--- config.mk ---
export PLATFORM = sky130hd
export DESIGN_NAME = tg_top
export DESIGN_NICKNAME = d
export VERILOG_FILES = /design/src/rtl/tg_pkg.sv /design/src/rtl/tg_seq.sv /design/src/rtl/tg_cmd_gen.sv /design/src/rtl/tg_wdata_gen.sv /design/src/rtl/tg_rd_check.sv /design/src/rtl/tg_top.sv
export SDC_FILE = /design/constraint.sdc
export NUM_CORES = 1
export LEC_CHECK = 0
export BUFFER_PORTS_ARGS = -buffer_cell sky130_fd_sc_hd__buf_2
export CAP_MARGIN = 20
export CORE_MARGIN = 5
export CORE_UTILIZATION = 39
export CTS_BUF_LIST = sky130_fd_sc_hd__clkbuf_4 sky130_fd_sc_hd__clkbuf_8
export CTS_CLUSTER_DIAMETER = 30
export DETAILED_ROUTE_END_ITERATION = 12
export PLACE_DENSITY = 0.76
export SLEW_MARGIN = 20
export SYNTH_ARGS = -nofsm -noshare
export SYNTH_HDL_FRONTEND = slang
export SYNTH_SLANG_ARGS = --single-unit
export TNS_END_PERCENT = 50
--- constraint.sdc ---
create_clock -name clk -period 2 [get_ports clk]
set_clock_uncertainty 0.1 [all_clocks]
set_input_delay 0.1 -clock clk [delete_from_list [all_inputs] [get_ports clk]]
set_output_delay 0.1 -clock clk [all_outputs]
set_load 0.005 [all_outputs]
--- src/rtl/tg_pkg.sv ---
package tg_pkg;

  typedef enum logic [2:0] {
    PH_START = 3'd0,
    PH_WR0   = 3'd1,
    PH_RD0   = 3'd2,
    PH_WR1   = 3'd3,
    PH_RD1   = 3'd4,
    PH_REST  = 3'd5
  } phase_t;

  localparam logic [2:0]  OP_WRITE   = 3'b000;
  localparam logic [2:0]  OP_READ    = 3'b001;
  localparam logic [31:0] PASS1_MASK = 32'hA5A5_A5A5;

  // One 32-bit lane of the data pattern for a beat index within a block.
  function automatic logic [31:0] pattern_word(input logic pass, input logic [15:0] beat);
    return {beat, ~beat} ^ (pass ? PASS1_MASK : 32'h0);
  endfunction

endpackage

--- src/rtl/tg_seq.sv ---
module tg_seq
  import tg_pkg::*;
(
  input  logic clk,
  input  logic rst_n,
  input  logic wr_done,
  input  logic rd_done,
  output logic is_wr,
  output logic is_rd,
  output logic is_rest,
  output logic pass,
  output logic clr,
  output logic done
);

  phase_t phase_q, phase_d;
  logic   done_d;

  always_comb begin
    phase_d = phase_q;
    unique case (phase_q)
      PH_START: phase_d = PH_WR0;
      PH_WR0:   if (wr_done) phase_d = PH_RD0;
      PH_RD0:   if (rd_done) phase_d = PH_WR1;
      PH_WR1:   if (wr_done) phase_d = PH_RD1;
      PH_RD1:   if (rd_done) phase_d = PH_REST;
      PH_REST:  phase_d = PH_REST;
      default:  phase_d = PH_START;
    endcase
  end

  assign done_d = (phase_q != PH_REST) && (phase_d == PH_REST);

  always_ff @(posedge clk or negedge rst_n) begin
    if (!rst_n) begin
      phase_q <= PH_START;
      done    <= 1'b0;
    end else begin
      phase_q <= phase_d;
      done    <= done_d;
    end
  end

  assign clr     = (phase_d != phase_q);
  assign is_wr   = (phase_q == PH_WR0) || (phase_q == PH_WR1);
  assign is_rd   = (phase_q == PH_RD0) || (phase_q == PH_RD1);
  assign is_rest = (phase_q == PH_REST);
  assign pass    = (phase_q == PH_WR1) || (phase_q == PH_RD1);

  assert_done_pulse_R10: assert property (@(posedge clk) disable iff (!rst_n)
    done |=> !done);

  assert_rest_final_R10: assert property (@(posedge clk) disable iff (!rst_n)
    is_rest |=> is_rest);

endmodule

--- src/rtl/tg_cmd_gen.sv ---
module tg_cmd_gen
  import tg_pkg::*;
#(
  parameter int             ADDR_W = 28,
  parameter int             NCMD   = 8,
  parameter int             CNT_W  = 5,
  parameter logic [ADDR_W-1:0] BASE = '0
) (
  input  logic              clk,
  input  logic              rst_n,
  input  logic              clr,
  input  logic              is_wr,
  input  logic              is_rd,
  input  logic [CNT_W-1:0]  wd_beats,
  input  logic              cmd_rdy,
  output logic              cmd_en,
  output logic [2:0]        cmd_op,
  output logic [ADDR_W-1:0] cmd_addr,
  output logic [CNT_W-1:0]  cmd_cnt
);

  localparam logic [CNT_W-1:0] NCMD_C = CNT_W'(NCMD);

  logic [CNT_W-1:0] cnt_q, cnt_d;
  logic [CNT_W:0]   need_beats;
  logic             left, accept;

  assign left       = (cnt_q < NCMD_C);
  assign need_beats = ({1'b0, cnt_q} + (CNT_W+1)'(1)) << 1;

  always_comb begin
    cmd_en = 1'b0;
    if (is_wr) cmd_en = left && ({1'b0, wd_beats} >= need_beats);
    if (is_rd) cmd_en = left;
  end

  assign accept   = cmd_en && cmd_rdy;
  assign cmd_op   = is_wr ? OP_WRITE : OP_READ;
  assign cmd_addr = BASE + (ADDR_W'(cnt_q) << 3);
  assign cmd_cnt  = cnt_q;

  always_comb begin
    cnt_d = cnt_q;
    if (clr)         cnt_d = '0;
    else if (accept) cnt_d = cnt_q + 1'b1;
  end

  always_ff @(posedge clk or negedge rst_n) begin
    if (!rst_n) cnt_q <= '0;
    else        cnt_q <= cnt_d;
  end

  assert_cmd_hold_R2: assert property (@(posedge clk) disable iff (!rst_n)
    (cmd_en && !cmd_rdy) |=> (cmd_en && $stable(cmd_addr) && $stable(cmd_op)));

endmodule

--- src/rtl/tg_wdata_gen.sv ---
module tg_wdata_gen
  import tg_pkg::*;
#(
  parameter int DATA_W    = 64,
  parameter int NCMD      = 8,
  parameter int AHEAD_MAX = 3,
  parameter int CNT_W     = 5
) (
  input  logic              clk,
  input  logic              rst_n,
  input  logic              clr,
  input  logic              is_wr,
  input  logic              pass,
  input  logic [CNT_W-1:0]  cmd_cnt,
  input  logic              wd_rdy,
  output logic              wd_en,
  output logic [DATA_W-1:0] wd_data,
  output logic              wd_last,
  output logic [CNT_W-1:0]  beats
);

  localparam int               LANES   = DATA_W / 32;
  localparam logic [CNT_W-1:0] BEATS_C = CNT_W'(2 * NCMD);
  localparam logic [CNT_W-1:0] AHEAD_C = CNT_W'(AHEAD_MAX);

  logic [CNT_W-1:0] beats_q, beats_d, lead;
  logic [31:0]      word;
  logic             accept;

  // Command data sets fully delivered but whose command is not yet accepted.
  assign lead   = (beats_q >> 1) - cmd_cnt;
  assign wd_en  = is_wr && (beats_q < BEATS_C) && (lead < AHEAD_C);
  assign accept = wd_en && wd_rdy;
  assign word   = pattern_word(pass, 16'(beats_q));
  assign wd_last = beats_q[0];
  assign beats  = beats_q;

  for (genvar g = 0; g < LANES; g++) begin : g_lane
    assign wd_data[32*g +: 32] = word;
  end

  always_comb begin
    beats_d = beats_q;
    if (clr)         beats_d = '0;
    else if (accept) beats_d = beats_q + 1'b1;
  end

  always_ff @(posedge clk or negedge rst_n) begin
    if (!rst_n) beats_q <= '0;
    else        beats_q <= beats_d;
  end

  assert_wd_hold_R3: assert property (@(posedge clk) disable iff (!rst_n)
    (wd_en && !wd_rdy) |=> (wd_en && $stable(wd_data) && $stable(wd_last)));

endmodule

--- src/rtl/tg_rd_check.sv ---
module tg_rd_check
  import tg_pkg::*;
#(
  parameter int DATA_W = 64,
  parameter int NCMD   = 8,
  parameter int CNT_W  = 5
) (
  input  logic              clk,
  input  logic              rst_n,
  input  logic              clr,
  input  logic              is_rd,
  input  logic              pass,
  input  logic              rd_valid,
  input  logic [DATA_W-1:0] rd_data,
  output logic [CNT_W-1:0]  rd_cnt,
  output logic              err
);

  localparam int               LANES   = DATA_W / 32;
  localparam logic [CNT_W-1:0] BEATS_C = CNT_W'(2 * NCMD);

  logic [CNT_W-1:0]  cnt_q, cnt_d;
  logic [DATA_W-1:0] expect_data;
  logic [31:0]       word;
  logic              take, err_d;

  assign take = rd_valid && is_rd && (cnt_q < BEATS_C);
  assign word = pattern_word(pass, 16'(cnt_q));

  for (genvar g = 0; g < LANES; g++) begin : g_lane
    assign expect_data[32*g +: 32] = word;
  end

  always_comb begin
    cnt_d = cnt_q;
    if (clr)       cnt_d = '0;
    else if (take) cnt_d = cnt_q + 1'b1;
  end

  assign err_d = err || (take && (rd_data != expect_data));

  always_ff @(posedge clk or negedge rst_n) begin
    if (!rst_n) begin
      cnt_q <= '0;
      err   <= 1'b0;
    end else begin
      cnt_q <= cnt_d;
      err   <= err_d;
    end
  end

  assign rd_cnt = cnt_q;

  assert_err_sticky_R8: assert property (@(posedge clk) disable iff (!rst_n)
    err |=> err);

  assert_ignore_idle_R9: assert property (@(posedge clk) disable iff (!rst_n)
    (!is_rd && !clr) |=> $stable(rd_cnt));

endmodule

--- src/rtl/tg_top.sv ---
module tg_top
  import tg_pkg::*;
#(
  parameter int                ADDR_W         = 28,
  parameter int                DATA_W         = 64,
  parameter int                CMDS_PER_BLOCK = 8,
  parameter int                AHEAD_MAX      = 3,
  parameter logic [ADDR_W-1:0] BASE_ADDR      = 28'h000_0100
) (
  input  logic              clk,
  input  logic              rst_n,
  output logic              cmd_en,
  output logic [2:0]        cmd_op,
  output logic [ADDR_W-1:0] cmd_addr,
  input  logic              cmd_rdy,
  output logic              wd_en,
  output logic [DATA_W-1:0] wd_data,
  output logic              wd_last,
  input  logic              wd_rdy,
  input  logic              rd_valid,
  input  logic [DATA_W-1:0] rd_data,
  output logic              done,
  output logic              err
);

  localparam int               CNT_W   = $clog2(2 * CMDS_PER_BLOCK + 1);
  localparam logic [CNT_W-1:0] NCMD_C  = CNT_W'(CMDS_PER_BLOCK);
  localparam logic [CNT_W-1:0] BEATS_C = CNT_W'(2 * CMDS_PER_BLOCK);

  logic [1:0]       rst_sync;
  logic             rst_i_n;
  logic             is_wr, is_rd, is_rest, pass, clr;
  logic             wr_done, rd_done;
  logic [CNT_W-1:0] cmd_cnt, wd_beats, rd_cnt;

  always_ff @(posedge clk or negedge rst_n) begin
    if (!rst_n) rst_sync <= 2'b00;
    else        rst_sync <= {rst_sync[0], 1'b1};
  end
  assign rst_i_n = rst_sync[1];

  assign wr_done = (cmd_cnt == NCMD_C) && (wd_beats == BEATS_C);
  assign rd_done = (cmd_cnt == NCMD_C) && (rd_cnt == BEATS_C);

  tg_seq u_seq (
    .clk(clk), .rst_n(rst_i_n), .wr_done(wr_done), .rd_done(rd_done),
    .is_wr(is_wr), .is_rd(is_rd), .is_rest(is_rest), .pass(pass),
    .clr(clr), .done(done)
  );

  tg_cmd_gen #(.ADDR_W(ADDR_W), .NCMD(CMDS_PER_BLOCK), .CNT_W(CNT_W), .BASE(BASE_ADDR)) u_cmd (
    .clk(clk), .rst_n(rst_i_n), .clr(clr), .is_wr(is_wr), .is_rd(is_rd),
    .wd_beats(wd_beats), .cmd_rdy(cmd_rdy), .cmd_en(cmd_en), .cmd_op(cmd_op),
    .cmd_addr(cmd_addr), .cmd_cnt(cmd_cnt)
  );

  tg_wdata_gen #(.DATA_W(DATA_W), .NCMD(CMDS_PER_BLOCK), .AHEAD_MAX(AHEAD_MAX), .CNT_W(CNT_W)) u_wd (
    .clk(clk), .rst_n(rst_i_n), .clr(clr), .is_wr(is_wr), .pass(pass),
    .cmd_cnt(cmd_cnt), .wd_rdy(wd_rdy), .wd_en(wd_en), .wd_data(wd_data),
    .wd_last(wd_last), .beats(wd_beats)
  );

  tg_rd_check #(.DATA_W(DATA_W), .NCMD(CMDS_PER_BLOCK), .CNT_W(CNT_W)) u_rd (
    .clk(clk), .rst_n(rst_i_n), .clr(clr), .is_rd(is_rd), .pass(pass),
    .rd_valid(rd_valid), .rd_data(rd_data), .rd_cnt(rd_cnt), .err(err)
  );

  // Port-level transfer counters kept only for the checks below.
  logic [CNT_W:0] chk_wbeats, chk_wcmds;
  always_ff @(posedge clk or negedge rst_i_n) begin
    if (!rst_i_n) begin
      chk_wbeats <= '0;
      chk_wcmds  <= '0;
    end else if (clr) begin
      chk_wbeats <= '0;
      chk_wcmds  <= '0;
    end else begin
      if (wd_en && wd_rdy) chk_wbeats <= chk_wbeats + 1'b1;
      if (cmd_en && cmd_rdy && (cmd_op == OP_WRITE)) chk_wcmds <= chk_wcmds + 1'b1;
    end
  end

  assert_data_first_R5: assert property (@(posedge clk) disable iff (!rst_i_n)
    (cmd_en && cmd_rdy && (cmd_op == OP_WRITE)) |-> (int'(chk_wbeats) >= 2 * (int'(chk_wcmds) + 1)));

  assert_lead_window_R5: assert property (@(posedge clk) disable iff (!rst_i_n)
    int'(chk_wbeats) <= 2 * (int'(chk_wcmds) + AHEAD_MAX));

  assert_rest_quiet_R10: assert property (@(posedge clk) disable iff (!rst_i_n)
    is_rest |-> (!cmd_en && !wd_en));

  assert_reset_quiet_R1: assert property (@(posedge clk)
    !rst_i_n |-> (!cmd_en && !wd_en && !done && !err));

endmodule

**Yosys cells after proc, flatten, opt, wreduce, memory -nomap -nowiden**

Cells that the tools add are included.

- Bitwise gates (word level): 4
- Multiplexer cells: 15
- Equality and inequality tests: 12
- Reduce and logical (&&, ||, !) cells: 19
- $add $sub $neg: 6
- Magnitude comparators: 5

Operators with widths:

| kind | count |
|---|---|
| != test 64 bit | 1 |
| XOR 21 x 32 -> 32 bit | 2 |
| two-way mux 32 bit | 1 |
| NOT 5 -> 16 bit | 2 |
| two-way mux 5 bit | 6 |
| adder 5 x 1 -> 5 bit (second input constant) | 4 |
| one-hot mux 3 bit (6 select lines) | 1 |
| two-way mux 3 bit | 4 |
| logical AND 1 bit | 11 |
| adder 9 x 8 -> 10 bit (first input constant) | 1 |
| equality test 5 bit (second input constant) | 2 |
| less-than comparator 5 bit (second input constant) | 2 |
| equality test 3 bit (second input constant) | 3 |
| equality test 3 x 2 -> 1 bit (second input constant) | 2 |
| greater-or-equal comparator 5 x 6 -> 1 bit | 1 |
| nonzero test 2 bit | 3 |
| equality test 5 x 4 -> 1 bit (second input constant) | 1 |
| less-than comparator 5 x 2 -> 1 bit (second input constant) | 1 |
| less-than comparator 5 x 4 -> 1 bit (second input constant) | 1 |
| subtractor 4 x 5 -> 5 bit | 1 |
| logical OR 1 bit | 4 |
| equality test 3 x 1 -> 1 bit (second input constant) | 1 |
| logical NOT 3 bit | 1 |
| two-way mux 1 bit | 3 |
| other kinds (2) | 2 |

- Bits of input ports: 69
- Output and inout port bits: 100
- Logic and storage cells: 68
- Register bits after elaboration: 22

**Logic depth before layout (Yosys ltp)**

Gate-level depths: netlist (run 1).

- Word-level depth: 8
- Gate-level depth with buffers: 10
- Gate-level depth less buffers: 10

**Modules after synthesis**

From an unflattened synthesis (run 1), not the netlist that was laid out.

- Cells, all modules: 309
- Area total of the unflattened synthesis: 2607.5 um^2

Modules (own cells, without submodules):

| module | seq. area each (um^2) | area each (um^2) | cells each | times used |
|---|---|---|---|---|
| tg_wdata_gen | 125.1 | 933.4 | 114 | 1 |
| tg_rd_check | 150.1 | 696.9 | 89 | 1 |
| tg_cmd_gen | 125.1 | 625.6 | 72 | 1 |
| tg_seq | 100.1 | 250.2 | 26 | 1 |
| tg_top | 50.0 | 101.3 | 8 | 1 |

**Worst setup path after synthesis (run 1)**

Ideal clock, no wire load.

- Kind: flip-flop to flip-flop
- Start point: register u_cmd.cnt_q[0], in the netlist u_cmd.cmd_cnt[0]
- End point: register u_cmd.cnt_q[2], in the netlist u_cmd.cmd_cnt[2]
- Arrival: 2.482 ns
- Slack: -0.665 ns
- Path buffers: 0
- Required time: 1.817 ns
- Period minus slack after synthesis: 2.665 ns
- Stages on the path, launching flop included: 11
- Library setup time: 0.083 ns
- Path through: dfrtp_1 inv_1 ha_1 inv_1 ha_1 and3b_1 o311ai_0 a21oi_1 a31oi_2 mux2_2 o22ai_1

- Cells in the longest elaborated chain, start to end: 7
- Elaborated cells between the ends (all ways): 20
- Classes of those cells: 2 x add/sub; 2 x order compare; 2 x eq/ne; 9 x mux; 5 x reduce/logical

Ends and longest elaborated chain:

| element | RTL line | text |
|---|---|---|
| from (decl) | tg_cmd_gen.sv:24 | `logic [CNT_W-1:0] cnt_q, cnt_d;` |
| from (signal assigned) | tg_cmd_gen.sv:50 | `else cnt_q <= cnt_d;` |
| adder 5 x 1 -> 5 bit | tg_cmd_gen.sv:29, tg_cmd_gen.sv:45 |  |
| greater-or-equal comparator 5 x 6 -> 1 bit | tg_cmd_gen.sv:33 | `if (is_wr) cmd_en = left && ({1'b0, wd_beats} >= need_beats);` |
| logical AND 1 bit | tg_cmd_gen.sv:33 |  |
| two-way mux 1 bit | tg_cmd_gen.sv:33 |  |
| two-way mux 1 bit | tg_cmd_gen.sv:34 | `if (is_rd) cmd_en = left;` |
| logical AND 1 bit | tg_cmd_gen.sv:37 | `assign accept = cmd_en && cmd_rdy;` |
| nonzero test 2 bit (no source line) | -- |  |

Several ways; a longest one is shown, not always the timed one. The select of a mux whose other input is x is not followed.
A chain may end at the register's enable or synchronous reset.

**Final worst setup path (run 1)**

- Start point: register u_wd.beats_q[1], in the netlist u_wd.beats[1]
- End point: output port wd_en

- Cells in the longest elaborated chain, start to end: 3
- Elaborated cells between the ends (all ways): 5
- Classes of those cells: 1 x add/sub; 2 x order compare; 2 x reduce/logical

Ends and longest elaborated chain:

| element | RTL line | text |
|---|---|---|
| from (decl) | tg_wdata_gen.sv:26 | `logic [CNT_W-1:0] beats_q, beats_d, lead;` |
| from (signal assigned) | tg_wdata_gen.sv:50 | `else beats_q <= beats_d;` |
| subtractor 4 x 5 -> 5 bit / less-than comparator 5 bit (equally long branches) | tg_wdata_gen.sv:31, tg_wdata_gen.sv:32 |  |
| less-than comparator 5 x 2 -> 1 bit / logical AND 1 bit (equally long branches) | tg_wdata_gen.sv:32 | `assign wd_en = is_wr && (beats_q < BEATS_C) && (lead < AHEAD_C);` |
| logical AND 1 bit * | tg_wdata_gen.sv:32 |  |
| to (decl) | tg_top.sv:16 | `output logic wd_en,` |

Every way passes the cells marked *; elsewhere a longest branch is shown, timed or not.

==> qor.yml, run 1 <==
place:
  hpwl_mm: 6.139
  port-buffer-count: 123
  routabilityCongestion: 0.9157
timing:
  worst_pin_slew_ns: 0.5289
  slew_viol_final: 0
  period_minus_slack_ns: 2.425
  tns_ns: -3.723
  rsz0062_at_grt: "true"
  fmax_mhz: 412.4
  setup_viol_count_final: 11
  post-route-period-util_pct: 121.2
  slew_headroom_pct: 64.74
  hold_viol: 0
  worst_slack_ns: -0.4247
drt:
  drt_iter0_markers: 74
  drtAntennaViolNets: 0
  wirelength_mm: 7.654
  wire_per_inst_um: 14.92
  num_vias: 2439
  drc: 0
  via_per_inst: 4.754
  dr.pass1.iters: 4
logic_synthesis:
  synthTopCellsByArea: "buf_4 25%, dfrtp_1 22%, ha_1 7.0%"
  synth.avg_cell_area_um2: 8.406
  ys_seq_area_share_pct: 21.98
  syn-cell-area_mm2: 0.002505
  synth_edf_count: 0
  yosysUniqueCellTypes: 57
  synthArstFlopShare_pct: 100.0
  synth_ff_type: "dfrtp_1"
  synth_top_area_cell: "buf_4"
  synth_top_area_share_pct: 24.58
  yosys_warnings: 0
  ys_ff_latch: 22
  synthCells: 298
setup_path:
  startpoint: "u_wd.beats[1]"
  critPathMaxFanout: 2
  reg2reg_slack_ns: -0.41
  endpoint_kind: "output port"
  cp_data_required_time_ns: 1.80
  regToRegStartpoint: "u_cmd.cmd_cnt[0]"
  crit_type: "register to output port"
  cp-start-kind: "register"
  reg2reg_depth: 10
  r2r-end: "u_cmd.cmd_cnt[2]"
  crit_arrival_ns: 2.22
cts:
  cts_max_path_buffers: 2
  worstSkewPairLatency_ns: 0.28
  h-tree-depth: 1
  cts_buffers: 3
  cts_tree: "yes"
  clock-sinks: 22
  clkTransAtPathRegs_ns: 0.10
  cts_root_buf: "clkbuf_8"
power_and_ir_drop:
  p_per_area_mw_per_mm2: 857.7
  finalPower_mw: 3.030
  peakVddDrop_uv: 543.8
  p_leak_nw: 1.765
run:
  maxCapViolCount: 0
final_layout:
  drive_above_1_share_pct: 52.98
  antenna_cells: 0
  layout.nets: 521
  area_delta_synth_final_pct: 41.01
die:
  rows: 29
  dieArea_mm2: 0.008125
  start_util_pct: 39.67
  die_y_um: 90.14
  io_pins: 169
  core_mm2: 0.006314
  dieWidth_um: 90.14
worst_hold_path:
  hold_path.class: "primary input to async pin"
outcome:
  violations: "negative setup slack"
  status: "finished with violations"
global_route:
  grt_antenna_before_repair: 0
  overflow: 0
  grt_max_degree: 15
  grt_pass1_wl_mm: 11.73
  grtUsageTotal_pct: 17.01
  grt_pass1_vias: 2403
-- kinds of logic (layout without fill, tap and decap cells) --
| group | count (synthesis) | in the layout | share of synthesized area (%) |
|---|---|---|---|
| XOR/XNOR | 15 | 15 | 5.245 |
| buffers and inverters | 107 | 201 | 28.37 |
| adder cells (fa/ha/maj) | 15 | 15 | 7.792 |
| multiplexers | 4 | 4 | 1.648 |
| AND/OR/NAND/NOR | 90 | 90 | 21.23 |
| AO/OA/AOI/OAI | 43 | 43 | 13.44 |
| flip-flops | 22 | 22 | 21.98 |
| other | 2 | 46 | 0.2998 |
-- synthesized netlist by cell type (all sizes together), types with 2 or more instances --
master   instances
nand4            6
mux2i            3
nor2b            2
buf             83
a31oi            3
o22ai            2
o21a             2
nand2b           2
inv             20
dfrtp           22
nor4             4
ha              14
xor2             5
nand2           11
nor2            21
nor4b            2
conb             2
nand3           10
nand4b           4
nor4bb           3
nor3             5
nor3b            3
clkbuf           4
xnor2           10
a21oi            9
a2111oi          4
and2             3
nand4bb          2
o31ai            2
or4              3
and3b            2
o21ai           10
-- critical path, stage by stage (launching register included) --
cell and delay, ns:
dfrtp_1 0.40, inv_2 0.08, ha_4 0.13, inv_2 0.03, fa_2 0.36, xor2_2 0.18, a2111oi_4 0.32, o21a_1 0.20
and2_4 0.15, buf_6 0.09
-- routing by layer --
metal	GRT usage (%)	up-vias	share of wire [%]
met4	4.839	0	1.9
li1	-	1182	-
met5	0	-	0
met3	1.503	12	3.9
met1	20.16	1170	41
met2	32.20	75	54
-- registers in the layout, indices dropped and copies added (netlist names) --
name / cells
u_rd.err: 1
u_rd.rd_cnt: 5
u_seq.done: 1
u_seq.phase_q: 3
u_cmd.cmd_cnt: 5
rst_sync: 2
u_wd.beats: 5
-- how the worst max path moves through the flow --
stage                  endpoint  depth (start not counted)
2_1_floorplan     u_wd.beats[3]                          8
4_1_cts                   wd_en                          7
3_5_place_dp      u_wd.beats[3]                          8
5_1_grt        u_cmd.cmd_cnt[2]                         10
3_3_place_gp      u_wd.beats[3]                          7
6_report                  wd_en                          9
-- cell type report --
cell class / instances / area (um^2)
multi-input cells: 213 / 1674
fillers: 567 / 2781
well taps: 77 / 96.34
inverters: 20 / 77.57
repair buffers: 177 / 1061
clock inverters: 1 / 30.03
flip-flops and latches: 22 / 551.8
clock buffers: 3 / 41.29
-- cells in the final DEF, fill, tap and decap left out, types with 3 or more instances in the layout --
master,synthesis,routed
nand4_1,6,6
nand3_1,10,7
inv_1,19,12
ha_4,0,4
inv_2,1,7
nand3_2,0,3
dfrtp_1,22,21
clkbuf_8,0,3
or4_1,3,3
o21ai_2,1,3
xnor2_1,10,7
buf_4,82,47
buf_6,0,6
nor4_1,4,4
nand4b_1,4,4
a21oi_1,9,6
nor3_1,5,5
mux2i_1,3,3
buf_2,1,122
nand2_1,11,11
o21ai_0,9,5
xor2_1,5,4
nor2_1,21,18
ha_1,14,10
conb_1,2,46
-- power breakdown --
group          leakage (nW)  switching [mW]  internal (mW)
combinational          1.46           0.958          0.983
clock                0.0357           0.173          0.268
sequential            0.270           0.104          0.544
-- what timing repair did --
action                     4_1_cts  5_1_grt
pin swaps                       10       10
hold buffers                     1        0
gates cloned                     0        0
gates resized for setup         28       24
setup endpoints to repair       25       26
hold endpoints to repair         2        0
buffers inserted                 6        1
-- per-stage QoR --
stage | instances | setup slack, ns | util (%) | cell area, um^2 | hold slack [ns]
2_1_floorplan | 342 | -0.4113 | - | 2734 | -0.2956
3_3_place_gp | 501 | -0.3435 | 49.98 | 3156 | -0.2139
3_5_place_dp | 501 | -0.3817 | 49.98 | 3156 | -0.2144
4_1_cts | 512 | -0.4181 | 53.79 | 3396 | 0.02675
5_1_grt | 513 | -0.5098 | 55.95 | 3532 | 0.04233
6_report | 513 | -0.4247 | 55.95 | 3532 | 0.03262
No activity file was read; power rests on OpenSTA's default activity.
==> inputs of run 2 (changes only) <==
Settings changed: SKIP_CTS_REPAIR_TIMING set to 1.
Clock period 2 ns to 2.2 ns, I/O delays scaled along.
==> qor.yml, run 2 (same netlist as run 1, synthesis figures left out) <==
die:
  io_pins: 169  # unchanged
  dieWidth_um: 90.14  # unchanged
  die_y_um: 90.14  # unchanged
  dieArea_mm2: 0.008125  # unchanged
  rows: 29  # unchanged
  core_mm2: 0.006314  # unchanged
  start_util_pct: 39.67  # unchanged
drt:
  wire_per_inst_um: 13.84  # was 14.92 um
  num_vias: 2326  # was 2,439
  drt_iter0_markers: 71  # was 74
  wirelength_mm: 6.866  # was 7.654 mm
  drc: 0  # unchanged
  via_per_inst: 4.690  # was 4.754
  dr.pass1.iters: 4  # unchanged
  drtAntennaViolNets: 0  # unchanged
final_layout:
  utilization_pct: 51.33  # was 55.95%
  final_area_mm2: 0.003241  # was 0.003532 mm^2
  layout_commonest_cell: "buf_2"  # unchanged
  area_delta_synth_final_pct: 29.37  # was 41.01%
  layout.nets: 504  # was 521
  final_cell_mix: "123 x buf_2, 46 x conb_1, 35 x buf_4, 21 x dfrtp_1, 20 x nor2_1"  # was 122 x buf_2, 47 x buf_4, 46 x conb_1, 21 x dfrtp_1, 18 x nor2_1
  fin_cells: 496  # was 513
  n_fill_cell: 609  # was 567
  drive_above_1_share_pct: 47.97  # was 52.98%
  antenna_cells: 0  # unchanged
place:
  routabilityCongestion: 0.8109  # was 0.9157
  placed_cells: 490  # was 501
  port-buffer-count: 123  # unchanged
  place_ws_ns: -0.2656  # was -0.3817 ns
  placed_area_mm2: 0.003040  # was 0.003156 mm^2
  hpwl_mm: 5.804  # was 6.139 mm
global_route:
  grt_max_degree: 21  # was 15
  grt_antenna_before_repair: 0  # unchanged
  grt_pass1_vias: 2345  # was 2,403
  overflow: 0  # unchanged
  grtUsageTotal_pct: 15.03  # was 17.01%
  grt_pass1_wl_mm: 10.63  # was 11.73 mm
worst_hold_path:
  hold_depth: 3
  hold_path.class: "primary input to register"  # was primary input to async pin
timing:
  post-route-period-util_pct: 111.3
  worst_slack_ns: -0.2496  # was -0.4247 ns
  rsz0062_at_grt: "true"  # unchanged
  slew_viol_final: 0  # unchanged
  tns_ns: -1.547  # was -3.723 ns
  fin_worst_hold_slack_ns: 0.02138  # was 0.03262 ns
  fmax_mhz: 408.2
  setup_viol_count_final: 11  # unchanged
  period_minus_slack_ns: 2.450
  hold_viol: 0  # unchanged
outcome:
  violations: "negative setup slack"  # unchanged
  status: "finished with violations"  # unchanged
setup_path:
  crit_arrival_ns: 2.54  # was 2.22 ns
  reg2reg_depth: 8  # was 10
  critPathMaxFanout: 3  # was 2
  cp_data_required_time_ns: 2.29  # was 1.80 ns
  crit_type: "register to register"  # was register to output port
  cp-start-kind: "register"  # unchanged
  endpoint_kind: "register"  # was output port
cts:
  clkTransAtPathRegs_ns: 0.08  # was 0.10 ns
  cts_max_path_buffers: 2  # unchanged
  clock-sinks: 22  # unchanged
  cts_root_buf: "clkbuf_8"  # unchanged
  cts_tree: "yes"  # unchanged
  h-tree-depth: 1  # unchanged
  cts_buffers: 3  # unchanged
  worstSkewPairLatency_ns: 0.26  # was 0.28 ns
run:
  maxCapViolCount: 0  # unchanged
power_and_ir_drop:
  p_per_area_mw_per_mm2: 747.5  # was 857.7 mW/mm^2
  p_leak_nw: 1.635  # was 1.765 nW
  peakVddDrop_uv: 366.3  # was 543.8 uV
  finalPower_mw: 2.422  # was 3.030 mW
## run 2: cell count changes in the layout (fill, tap and decap cells not counted), sizes merged
cell / before / now
clkbuf: 3 / 4
bufinv: 1 / 0
buf: 176 / 159
## run 2: layer usage
metal	track usage, %	vias up	part of all wire (%)
met3	2.087	0	5.0
li1	-	1149	-
met2	28.35	78	56
met4	1.737	0	0
met1	18.49	1099	39
met5	0	-	0
## run 2: power breakdown
group	leakage (nW)	internal, mW	switching, mW
Clock	0.0288	0.159	0.134
Sequential	0.270	0.495	0.0769
Combinational	1.34	0.761	0.797
## run 2: critical path, stage by stage (launching register included)
cell       delay [ns]
dfrtp_1          0.37
inv_2            0.07
buf_4            0.14
fa_2             0.41
xor2_2           0.17
a2111oi_4        0.36
o21ai_2          0.11
or4_4            0.51
a21oi_2          0.14
## run 2: layout make-up
| class | count | area, um^2 | area share, % |
|---|---|---|---|
| Tap cell | 77 | 96.34 | 2.973 |
| Sequential cell | 22 | 551.8 | 17.03 |
| Inverter | 20 | 77.57 | 2.394 |
| Clock buffer | 4 | 55.05 | 1.699 |
| Multi-Input combinational cell | 213 | 1560 | 48.15 |
| Timing Repair Buffer | 160 | 899.6 | 27.76 |
## run 2: path summary, 6_finish.rpt
check / start / slack (ns) / end
max in group asynchronous: rst_sync[1] / 1.64 / u_cmd.cmd_cnt[0]
min in group asynchronous: rst_n / 0.06 / rst_sync[1]
hold / removal: rd_valid / 0.02 / u_rd.rd_cnt[4]
hold reg to reg: rst_sync[1] / 0.11 / u_rd.err
setup reg to reg: u_cmd.cmd_cnt[1] / -0.25 / u_wd.beats[3]
setup / recovery: u_cmd.cmd_cnt[1] / -0.25 / u_wd.beats[3]
==> inputs of run 3 (changes only) <==
Settings changed: CORE_UTILIZATION 39 to 40, PLACE_DENSITY 0.76 to 0.77, SYNTH_HIERARCHICAL set to 1.
==> qor.yml, run 3 <==
outcome:
  status: "finished with violations"  # unchanged
  violations: "negative setup slack"  # unchanged
cts:
  clock-sinks: 22  # unchanged
  worstSkewPairLatency_ns: 0.27  # was 0.26 ns
  cts_buffers: 3  # unchanged
  cts_max_path_buffers: 2  # unchanged
  clkTransAtPathRegs_ns: 0.08  # about the same
  cts_root_buf: "clkbuf_8"  # unchanged
  cts_tree: "yes"  # unchanged
  h-tree-depth: 1  # unchanged
power_and_ir_drop:
  p_sw_mw: 0.9291  # was 1.007 mW
  finalPower_mw: 2.384  # was 2.422 mW
  p_leak_nw: 1.670  # was 1.635 nW
  p_per_area_mw_per_mm2: 736.9  # was 747.5 mW/mm^2
  p_seq_share_pct: 24.0  # was 23.6%
  pwr-share-clk_pct: 16.1  # was 12.1%
  switching_share_pct: 38.97  # was 41.59%
  p_comb_share_pct: 59.9  # was 64.3%
  peakVddDrop_uv: 636.9  # was 366.3 uV
  intPower_mw: 1.455  # was 1.415 mW
final_layout:
  antenna_cells: 0  # unchanged
  area_delta_synth_final_pct: 24.45  # was 29.37%
  fin_cells: 500  # was 496
  utilization_pct: 50.96  # was 51.33%
  final_cell_mix: "123 x buf_2, 46 x conb_1, 38 x buf_4, 21 x nor2_1, 20 x dfrtp_1"  # was 123 x buf_2, 46 x conb_1, 35 x buf_4, 21 x dfrtp_1, 20 x nor2_1
  drive_above_1_share_pct: 46.57  # was 47.97%
  layout.nets: 505  # was 504
  layout_commonest_cell: "buf_2"  # unchanged
timing:
  rsz0062_at_grt: "true"  # unchanged
  post-route-period-util_pct: 108.2  # was 111.3%
  slew_headroom_pct: 45.68
  period_minus_slack_ns: 2.381  # was 2.450 ns
  fin_worst_hold_slack_ns: 0.04018  # was 0.02138 ns
  fmax_mhz: 420.0  # was 408.2 MHz
  hold_viol: 0  # unchanged
  worst_pin_slew_ns: 0.8148
  setup_viol_count_final: 8  # was 11
  slew_viol_final: 0  # unchanged
  worst_slack_ns: -0.1808  # was -0.2496 ns
drt:
  num_vias: 2387  # was 2,326
  dr.pass1.iters: 4  # unchanged
  drc: 0  # unchanged
  drtAntennaViolNets: 0  # unchanged
  wirelength_mm: 6.836  # was 6.866 mm
  wire_per_inst_um: 13.67  # was 13.84 um
  drt_iter0_markers: 45  # was 71
  via_per_inst: 4.774  # was 4.690
place:
  place_ws_ns: -0.1586  # was -0.2656 ns
  placed_cells: 493  # was 490
  port-buffer-count: 123  # unchanged
  hpwl_mm: 5.708  # was 5.804 mm
  routabilityCongestion: 0.8565  # was 0.8109
global_route:
  grt_antenna_before_repair: 0  # unchanged
  use_met3_pct: 3.583  # was 2.087%
  grt_use_met1_pct: 16.21  # was 18.49%
  grt_pass1_wl_mm: 10.75  # was 10.63 mm
  grt_max_degree: 21  # unchanged
  grt_busiest_layer: "met2"  # unchanged
  grtUsageTotal_pct: 15.17  # was 15.03%
  grt_util_met2_pct: 29.84  # was 28.35%
  grt_pass1_vias: 2330  # was 2,345
  overflow: 0  # unchanged
setup_path:
  critPathMaxFanout: 4  # was 3
  endpoint_kind: "output port"  # was register
  reg2reg_slack_ns: -0.16  # was -0.25 ns
  cp-start-kind: "register"  # unchanged
  critical-path-max-stage-delay_ns: 0.42  # was 0.51 ns
  regToRegStartpoint: "u_cmd/cmd_cnt[0]"  # was u_cmd.cmd_cnt[1]
  cp_data_required_time_ns: 1.99  # was 2.29 ns
  crit_arrival_ns: 2.17  # was 2.54 ns
  crit_chain: "buf_4, nand3_2, xor2_1, ha_1, nand3_1, a21o_1, a2111oi_4, buf_2"  # was inv_2, buf_4, fa_2, xor2_2, a2111oi_4, o21ai_2, or4_4, a21oi_2
  reg2reg_depth: 7  # was 8
  cp_slowest_cell: "dfrtp_2"  # was or4_4
  r2r-end: "u_cmd/cmd_cnt[0]"  # was u_wd.beats[3]
  crit_type: "register to output port"  # was register to register
die:
  dieArea_mm2: 0.008212  # was 0.008125 mm^2
  io_pins: 169  # unchanged
  start_util_pct: 40.95  # was 39.67%
  rows: 29  # unchanged
  core_mm2: 0.006350  # was 0.006314 mm^2
  dieWidth_um: 90.62  # was 90.14 um
  die_y_um: 90.62  # was 90.14 um
logic_synthesis:
  synth.avg_cell_area_um2: 8.442  # was 8.406 um^2
  yosys_warnings: 6  # was 0
  synthCells: 308  # was 298
  syn-cell-area_mm2: 0.002600  # was 0.002505 mm^2
worst_hold_path:
  hold_path.class: "primary input to async pin"  # was primary input to register
run:
  maxCapViolCount: 0  # unchanged
==> run 3: worst max-delay path, delay by kind of cell, from the launching register on <==
| family | cells | cell delay, ns |
|---|---|---|
| AOI/OAI and AO/OA | 2 | 0.51 |
| DFF | 1 | 0.42 |
| adders and majority gates | 1 | 0.32 |
| buffers and inverters | 2 | 0.31 |
| and+or+nand+nor | 2 | 0.19 |
| xor gates and xnor gates | 1 | 0.16 |
==> run 3: stage by stage <==
| step | setup TNS [ns] | instance area (um^2) |
|---|---|---|
| after detailed placement | -0.7253 | 3067 |
| after global placement | -0.2272 | 3067 |
| after CTS | -1.452 | 3138 |
| after floorplan | -1.887 | 2776 |
| final | -0.9108 | 3236 |
| after global routing | -2.028 | 3236 |
==> run 3: area by class of cell <==
cell class                 instances  area [um^2]
inverter                          20        75.07
multi-input combinational        215         1529
clock inverter                     1        30.03
sequential                        22        553.0
timing repair buffer             162        910.9
tap                               77        96.34
fill                             610         3114
clock buffer                       3        41.29
==> run 3: worst max-delay path by stage <==
stage | from | end | slack (ns) | cells past startpoint
after detailed placement | u_wd/beats[1] | u_wd/beats[3] | -0.16 | 9
after CTS | u_wd/beats[1] | wd_en | -0.38 | 10
after global routing | u_cmd/cmd_cnt[0] | cmd_en | -0.29 | 8
after floorplan | u_cmd/cmd_cnt[3] | u_wd/beats[4] | -0.29 | 8
after global placement | u_wd/beats[1] | u_wd/beats[3] | -0.09 | 9
final | u_cmd/cmd_cnt[0] | cmd_en | -0.18 | 8
==> run 3: routing by layer <==
| layer | wire length (um) | vias up |
|---|---|---|
| met5 | 0 | - |
| met4 | 31 | 0 |
| met1 | 2475 | 1109 |
| li1 | - | 1171 |
| met2 | 3738 | 103 |
| met3 | 590 | 4 |
==> run 3: power by group through the flow <==
stage / sequential, mW / combinational [mW] / clock [mW]
after floorplan: 0.617 / 0.984 / 0
after global placement: 0.568 / 1.30 / 0
after detailed placement: 0.574 / 1.35 / 0
after CTS: 0.566 / 1.36 / 0.394
after global routing: 0.587 / 1.58 / 0.406
final: 0.572 / 1.43 / 0.385
